$ cat src/rtl/mem2d_fill_pkg.sv
package mem2d_fill_pkg;
  typedef enum logic [2:0] {
    ST_IDLE,
    ST_EMPTY,
    ST_WRITE,
    ST_READ,
    ST_MODW
  } fill_st_e;
endpackage

$ cat src/rtl/mem2d_fill_idx.sv
module mem2d_fill_idx #(
  parameter int IW = 4
) (
  input  logic          clk_i,
  input  logic          rst_ni,
  input  logic          load_i,
  input  logic          step_i,
  input  logic [IW-1:0] n_outer_i,
  input  logic [IW-1:0] n_inner_i,
  output logic [IW-1:0] i_o,
  output logic [IW-1:0] j_o,
  output logic          last_o
);
  logic [IW-1:0] i_q, j_q;
  logic          j_end;

  assign j_end  = (j_q == n_inner_i - IW'(1));
  assign last_o = j_end && (i_q == n_outer_i - IW'(1));
  assign i_o    = i_q;
  assign j_o    = j_q;

  always_ff @(posedge clk_i or negedge rst_ni) begin
    if (!rst_ni) begin
      i_q <= '0;
      j_q <= '0;
    end else if (load_i) begin
      i_q <= '0;
      j_q <= '0;
    end else if (step_i) begin
      if (j_end) begin
        j_q <= '0;
        i_q <= i_q + IW'(1);
      end else begin
        j_q <= j_q + IW'(1);
      end
    end
  end


  idx_range_chk: assert property (@(posedge clk_i) disable iff (!rst_ni)
    step_i |-> (j_q < n_inner_i) && (i_q < n_outer_i));
endmodule

$ cat src/rtl/mem2d_fill_pat.sv
module mem2d_fill_pat #(
  parameter int          IW   = 4,
  parameter int          DW   = 16,
  parameter logic [DW-1:0] SEED = '0
) (
  input  logic [IW-1:0] i_i,
  input  logic [IW-1:0] j_i,
  input  logic [IW-1:0] n_inner_i,
  input  logic [DW-1:0] old_i,
  input  logic          rmw_i,
  output logic [DW-1:0] data_o
);
  localparam int LW = 2 * IW + 1;

  logic [LW-1:0] lin;
  logic [DW-1:0] lin_dw;
  logic [DW-1:0] mix;

  assign lin = LW'(i_i) * LW'(n_inner_i) + LW'(j_i);

  generate
    if (DW > LW) begin : g_ext
      assign lin_dw = {{(DW - LW){1'b0}}, lin};
    end else begin : g_trunc
      assign lin_dw = lin[DW-1:0];
    end
  endgenerate

  assign mix    = lin_dw ^ SEED;
  assign data_o = rmw_i ? (old_i + mix) : mix;
endmodule

$ cat src/rtl/mem2d_fill.sv
module mem2d_fill
  import mem2d_fill_pkg::*;
#(
  parameter int            AW   = 8,
  parameter int            DW   = 16,
  parameter int            IW   = 4,
  parameter logic [DW-1:0] SEED = 16'hA5C3
) (
  input  logic          clk_i,
  input  logic          rst_ni,
  input  logic          start_i,
  input  logic          rmw_i,
  input  logic [AW-1:0] base_i,
  input  logic [IW-1:0] n_outer_i,
  input  logic [IW-1:0] n_inner_i,
  output logic          done_o,
  output logic [AW-1:0] mem_addr_o,
  output logic          mem_we_o,
  output logic [DW-1:0] mem_wdata_o,
  output logic          mem_re_o,
  input  logic [DW-1:0] mem_rdata_i
);
  fill_st_e      state_q, state_d;
  logic [AW-1:0] addr_q;
  logic [IW-1:0] n_out_q, n_in_q;
  logic          rmw_q;
  logic          accept, empty_req, step, last;
  logic [IW-1:0] idx_i, idx_j;

  assign done_o    = (state_q == ST_IDLE);
  assign accept    = done_o && start_i;
  assign empty_req = (n_outer_i == '0) || (n_inner_i == '0);
  assign mem_we_o  = (state_q == ST_WRITE) || (state_q == ST_MODW);
  assign mem_re_o  = (state_q == ST_READ);
  assign step      = mem_we_o;
  assign mem_addr_o = addr_q;

  mem2d_fill_idx #(.IW(IW)) u_idx (
    .clk_i     (clk_i),
    .rst_ni    (rst_ni),
    .load_i    (accept),
    .step_i    (step),
    .n_outer_i (n_out_q),
    .n_inner_i (n_in_q),
    .i_o       (idx_i),
    .j_o       (idx_j),
    .last_o    (last)
  );

  mem2d_fill_pat #(.IW(IW), .DW(DW), .SEED(SEED)) u_pat (
    .i_i       (idx_i),
    .j_i       (idx_j),
    .n_inner_i (n_in_q),
    .old_i     (mem_rdata_i),
    .rmw_i     (rmw_q),
    .data_o    (mem_wdata_o)
  );

  always_comb begin
    state_d = state_q;
    unique case (state_q)
      ST_IDLE:  if (start_i) state_d = empty_req ? ST_EMPTY : (rmw_i ? ST_READ : ST_WRITE);
      ST_EMPTY: state_d = ST_IDLE;
      ST_WRITE: if (last) state_d = ST_IDLE;
      ST_READ:  state_d = ST_MODW;
      ST_MODW:  state_d = last ? ST_IDLE : ST_READ;
      default:  state_d = ST_IDLE;
    endcase
  end

  always_ff @(posedge clk_i or negedge rst_ni) begin
    if (!rst_ni) begin
      state_q <= ST_IDLE;
      addr_q  <= '0;
      n_out_q <= '0;
      n_in_q  <= '0;
      rmw_q   <= 1'b0;
    end else begin
      state_q <= state_d;
      if (accept) begin
        addr_q  <= base_i;
        n_out_q <= n_outer_i;
        n_in_q  <= n_inner_i;
        rmw_q   <= rmw_i;
      end else if (step) begin
        addr_q <= addr_q + AW'(1);
      end
    end
  end


  idle_hold_chk: assert property (@(posedge clk_i) disable iff (!rst_ni)
    (done_o && !start_i) |=> done_o);


  addr_step_chk: assert property (@(posedge clk_i) disable iff (!rst_ni)
    mem_we_o |=> !(mem_we_o || mem_re_o) || (mem_addr_o == $past(mem_addr_o) + AW'(1)));


  first_write_chk: assert property (@(posedge clk_i) disable iff (!rst_ni)
    (accept && !empty_req && !rmw_i) |=> mem_we_o && (mem_addr_o == $past(base_i)));


  rmw_pair_chk: assert property (@(posedge clk_i) disable iff (!rst_ni)
    (mem_we_o && rmw_q) |-> $past(mem_re_o) && (mem_addr_o == $past(mem_addr_o)));


  empty_fill_chk: assert property (@(posedge clk_i) disable iff (!rst_ni)
    (accept && empty_req) |=> (!mem_we_o && !mem_re_o && !done_o) ##1 done_o);
endmodule

$ cat config.mk
export PLATFORM = sky130hd
export DESIGN_NAME = mem2d_fill
export DESIGN_NICKNAME = d
export VERILOG_FILES = /design/src/rtl/mem2d_fill_pkg.sv /design/src/rtl/mem2d_fill_idx.sv /design/src/rtl/mem2d_fill_pat.sv /design/src/rtl/mem2d_fill.sv
export SDC_FILE = /design/constraint.sdc
export NUM_CORES = 1
export LEC_CHECK = 0
export CORE_ASPECT_RATIO = 0.5
export CORE_MARGIN = 5
export CORE_UTILIZATION = 55
export CTS_BUF_LIST = sky130_fd_sc_hd__clkbuf_16
export DETAILED_ROUTE_END_ITERATION = 7
export GPL_TIMING_DRIVEN = 0
export PLACE_DENSITY = 0.82
export SLEW_MARGIN = 20
export SYNTH_ARGS = -nofsm -noshare
export SYNTH_HDL_FRONTEND = slang
export SYNTH_SLANG_ARGS = --single-unit
$ cat constraint.sdc
create_clock -name clk_i -period 14 [get_ports clk_i]
set_input_delay 2.8 -clock clk_i [delete_from_list [all_inputs] [get_ports clk_i]]
set_output_delay 2.8 -clock clk_i [all_outputs]
set_load 0.05 [all_outputs]
After elaboration in Yosys (flattened, before gate mapping). Index checks and enable logic that the tools add are counted.

$add $sub $neg: 7. Multipliers: 1. Eq/ne operators: 7. Muxes and demuxes: 15. Bitwise operators: 1. Reduce and logical (&&, ||, !) cells: 11.

Operator list (number): $mux W4 (6); $add A16 B16 Y16 (1); $mux W16 (1); $mux W8 (2); $pmux W3 S4 (1); $add A8 B4 Y9 (1); $add A4 B1 Y4 const B (2); $add A8 B1 Y8 const B (1); $eq A4 B4 Y1 (2); $logic_not A4 Y1 (2); $mul A4 B4 Y8 (1); $not A5 Y8 (1); $sub A4 B1 Y4 const B (2); $eq A3 B2 Y1 const B (2); $mux W3 (2); $mux W2 (2); $ne A2 B2 Y1 const B (2); $reduce_and A2 Y1 (2); $reduce_bool A2 Y1 (2); $eq A3 B3 Y1 const B (1); $logic_not A3 Y1 (1); $logic_and A1 B1 Y1 (2); $logic_or A1 B1 Y1 (2); $mux W1 (1).

Flip-flop bits (word level): 28. Bits of input ports: 36. Output and inout port bits: 27. Word-level logic and storage cells: 49.

Logic depth before layout (Yosys ltp).
Depth in word-level cells: 5. Gate-level depth with buffers: 18. Depth with buffers taken out: 18.

By module. From an unflattened synthesis, not the netlist that was laid out.

Cells, all modules: 346. Area, all modules: 3206.8 µm².

By module, submodules not included: mem2d_fill_pat (times used 1, cells each 195, area each 1534.0 µm², sequential area each 0.0 µm²); mem2d_fill (times used 1, cells each 84, area each 994.7 µm², sequential area each 500.5 µm²); mem2d_fill_idx (times used 1, cells each 67, area each 678.2 µm², sequential area each 200.2 µm²).

Worst setup path after synthesis. No wires, ideal clock.

Kind: register -> output. From: register u_idx.i_q[2] (netlist: u_idx.i_o[2]). To: output mem_wdata_o[13]. Arrival: 5.581 ns. Required time: 11.200 ns. Path slack: 5.619 ns. Stages on the path, launching flop included: 19. Buffers on the path: 1. Cells stage by stage: dfrtp_1 clkdlybuf4s50_2 nand2_1 fa_1 fa_1 fa_1 inv_1 ha_1 a21oi_1 o21bai_1 a21oi_1 xor2_1 ha_1 a21o_1 nand2_1 a21oi_1 a211oi_1 nor3_1 o21ai_0.

Cells in the longest elaborated chain, start to end: 5.

RTL lines: from (decl) (RTL line mem2d_fill_idx.sv:14) `logic [IW-1:0] i_q, j_q;`; from (signal assigned) (RTL line mem2d_fill_idx.sv:32) `i_q <= i_q + IW'(1);`; $mul A4 B4 Y8 * (RTL line mem2d_fill_pat.sv:19) `assign lin = LW'(i_i) * LW'(n_inner_i) + LW'(j_i);`; $add A8 B4 Y9 * (RTL line mem2d_fill_pat.sv:19); $not A5 Y8 (no source line); $add A16 B16 Y16 * (RTL line mem2d_fill_pat.sv:30) `assign data_o = rmw_i ? (old_i + mix) : mix;`; $mux W16 * (RTL line mem2d_fill_pat.sv:30); to (decl) (RTL line mem2d_fill.sv:19) `output logic [DW-1:0] mem_wdata_o,`.

Mark *: on every way between the ends. The rest lies on a longest branch, timed or not.

Worst setup path after layout.
From: register u_idx.i_q[2] (netlist: u_idx.i_o[2]). To: output mem_wdata_o[11].

Same word-level chain as after synthesis.

==> metrics <==
post-synthesis sequential area ratio 0.245; Inst Count DP 472; Setup Viol. Count Final 0; post-synth net total 417; async set-or-reset flop fraction in the synthesized netlist 1.00; worst hold path endpoint n_out_q[3]; Final period util 0.641; clock tree from TritonCTS built; vertical die dimension 61.0 µm; internal reg-to-reg setup slack 11.88 ns; cell chosen for the clock root sky130_fd_sc_hd__clkbuf_16; status complete, no violations; final cell count without fillers 476; Post-CTS Repair Setup Buffers 0; CTS Buffer Depth 2; Flop pwr share 0.206; ANT nets after route 0; kind of start point of the critical path register; hold path cells 2; count of boundary I/O pins 63; count of final max-slew check failures 0; PostCTS Resize Cnt 0; critical register-to-register path startpoint n_in_q[0]; count of flip-flops with a built-in enable after synthesis 0; number of standard-cell rows in the floorplan 18; DP Worst Slack 5.29 ns; total of hold buffers inserted after clock tree synthesis 0; detailed placement HPWL 5.34 mm; pin count of the biggest net entering global routing 29; category of the critical setup timing path register to primary output; final-stage net count 484; post-route standard cell area excluding fillers 3670 µm²; H-tree depth 1; wire length of the first global-routing pass 11.9 mm; DIE AREA 6820 µm²; standby leakage power 1.69 nW; total routed wirelength 6.74 mm; number of standard cells after synthesis 340; Starting Density 0.574; switching share of total power 0.517; Max-slew headroom 0.581; total iterations of the first detailed-routing run 4; Post-Synthesis Cell Area 2860 µm²; proportion of layout cells with a drive suffix above 1 0.0493; Max Cap Viol 0; flops & latches, synth 28; ys flop type sky130_fd_sc_hd__dfrtp_1; Final GP Congestion 0.835; aggregate global-route resource usage 0.211; cell depth of the worst flop-to-flop path 7; setup repair after global routing missed its margin no; number of antenna violations at the first check in global routing 0; largest cells by area after synthesis sky130_fd_sc_hd__dfrtp_1, sky130_fd_sc_hd__ha_1, sky130_fd_sc_hd__nand2_1, sky130_fd_sc_hd__xnor2_1, sky130_fd_sc_hd__fa_1; clk slew on worst S/H paths 0.07 ns; transition time at the pin with the least slew margin 0.628 ns; antenna cells 0; critical path arrival 6.17 ns; Pint 379 µW; Max Clock Skew 0.00411 ns; area share of the leading cell type in the synthesized netlist 0.245; required arrival time at the worst endpoint 11.20 ns; Critical Path, Cell by Cell clkdlybuf4s50_2 > nand2_1 > fa_1 > fa_1 > fa_1 > inv_1 > ha_1 > a21o_1 > a21oi_1 > o21ai_0 > xnor2_1 > ha_1 > and3_1 > nand3_1 > a21oi_1 > a211oi_1 > xnor2_1 > and2_1 > clkdlybuf4s50_1; remaining design rule violation count 0; power per cell area 214 nW/µm²; utilization after layout 0.737; insertion delay to the later sink of the worst-skew pair 0.26 ns; # port buffers 62; worst IR drop on VDD 182 µV; Area after DPL 3560 µm²; signed area change from the synthesized netlist to the final layout 28.3%; min cycle time layout 8.97 ns; core region area 4980 µm²; Synth Area per Inst 8.41 µm²; via count 2,615; path category of the worst min-delay check register to register; final worst setup slack 5.03 ns; net switching component of the power 406 µW; number of global-route vias before repair 2,653; achievable frequency 111 MHz; endpoint kind of the worst setup timing path primary output; cell family with the largest share of critical-path delay adder cells; residual overflow from global routing 0; Clk pwr share 0.109; biggest cell delay along the critical path 0.79 ns; min-delay src n_out_q[3]; top-count cell post-synth sky130_fd_sc_hd__nand2_1; width of the chip 112 µm; final hold violation count 0; crit path max fanout 8; number of sinks driven by the clock tree 28; biggest area consumer among synthesized cells sky130_fd_sc_hd__dfrtp_1; Critical R2R Capture u_idx.i_o[1]; count of different cell masters after synthesis 51; crit path buf inv count 3; Routed wire per std cell 14.2 µm; via/cell ratio 5.49; First DRT Iteration DRCs 109; critical path's most frequent cell sky130_fd_sc_hd__fa_1; total of warnings raised by yosys 0; Critical-path top delay cell sky130_fd_sc_hd__clkdlybuf4s50_1; clock buffer count from CTS 3; Synth top cells by count sky130_fd_sc_hd__nand2_1, sky130_fd_sc_hd__ha_1, sky130_fd_sc_hd__dfrtp_1; Logic pwr share 0.685; final-layout setup total negative slack 0 ns
==> per-layer routing <==
metal,wire (µm),up-vias,GRT usage
li1,-,1317,-
met1,3060,1224,0.261
met2,3310,63,0.400
met3,255,11,0.0239
met4,106,0,0.0616
met5,0,-,0
==> final cells by class <==
class / count / area, µm²
Inverter: 22 / 82.6
Multi-Input combinational cell: 281 / 2010
Tap cell: 70 / 87.6
Timing Repair Buffer: 62 / 616
Clock inverter: 1 / 30.0
Buffer: 9 / 60.1
Sequential cell: 28 / 701
Clock buffer: 3 / 75.1
Fill cell: 379 / 1310
==> worst max-delay path by stage <==
| stage | start | end | slack, ns | cells after the start |
|---|---|---|---|---|
| floorplan | u_idx.i_o[2] | mem_wdata_o[13] | 5.62 | 18 |
| global placement | u_idx.i_o[2] | mem_wdata_o[11] | 5.37 | 19 |
| detailed placement | u_idx.i_o[2] | mem_wdata_o[11] | 5.29 | 19 |
| CTS | u_idx.i_o[2] | mem_wdata_o[11] | 4.99 | 19 |
| global route | u_idx.i_o[2] | mem_wdata_o[11] | 4.59 | 19 |
| finish | u_idx.i_o[2] | mem_wdata_o[11] | 5.03 | 19 |
==> through the flow <==
step	hold slack, ns	total power [mW]
4_1_cts	0.520	0.787
3_5_place_dp	0.502	0.697
5_1_grt	0.557	0.837
6_report	0.516	0.785
3_3_place_gp	0.485	0.678
2_1_floorplan	0.464	0.544
==> state kept, by name (all words and copies together) (netlist names) <==
register and count:
mem_addr_o 8, n_in_q 4, n_out_q 4, u_idx.i_o 4, u_idx.j_o 4, state_q 3
rmw_q 1
==> worst register-to-register path, cell delays in order (launching register included) <==
cell and delay (ns):
sky130_fd_sc_hd__dfrtp_1 0.47, sky130_fd_sc_hd__inv_1 0.10, sky130_fd_sc_hd__ha_1 0.32, sky130_fd_sc_hd__xnor2_1 0.16, sky130_fd_sc_hd__nor4_4 0.47, sky130_fd_sc_hd__and2_4 0.25
sky130_fd_sc_hd__mux2i_1 0.18, sky130_fd_sc_hd__nor2_1 0.05
==> power groups by stage <==
stage / registers [mW] / logic [mW] / clock network [mW]
after detailed placement: 0.161 / 0.535 / 0
final: 0.161 / 0.538 / 0.0854
after global routing: 0.167 / 0.580 / 0.0902
after CTS: 0.160 / 0.541 / 0.0854
after floorplan: 0.190 / 0.354 / 0
after global placement: 0.159 / 0.519 / 0
==> cell usage in the layout, fill, tap and decap left out, types with 6 or more instances in the layout <==
| master | n |
|---|---|
| sky130_fd_sc_hd__dfrtp_1 | 28 |
| sky130_fd_sc_hd__ha_1 | 33 |
| sky130_fd_sc_hd__xnor2_1 | 19 |
| sky130_fd_sc_hd__nand2_1 | 52 |
| sky130_fd_sc_hd__and2_1 | 10 |
| sky130_fd_sc_hd__xor2_1 | 10 |
| sky130_fd_sc_hd__nand3_1 | 7 |
| sky130_fd_sc_hd__nor3_1 | 11 |
| sky130_fd_sc_hd__o21ai_0 | 15 |
| sky130_fd_sc_hd__clkdlybuf4s50_1 | 61 |
| sky130_fd_sc_hd__fa_1 | 8 |
| sky130_fd_sc_hd__nor2_1 | 24 |
| sky130_fd_sc_hd__inv_1 | 22 |
| sky130_fd_sc_hd__a21oi_1 | 22 |
| sky130_fd_sc_hd__and3_1 | 6 |
==> logic make-up (layout without fill, tap and decap cells) <==
group           count (synthesis)  in the layout  share of synthesized area
flops                          28             28                      0.245
buf+inv                        31             97                     0.0499
mux                             9              9                     0.0333
xor+xnor                       29             29                     0.0889
fa+ha+maj                      41             41                      0.201
compound gates                 70             70                      0.156
simple gates                  132            132                      0.226
No activity file was read; power rests on OpenSTA's default activity.
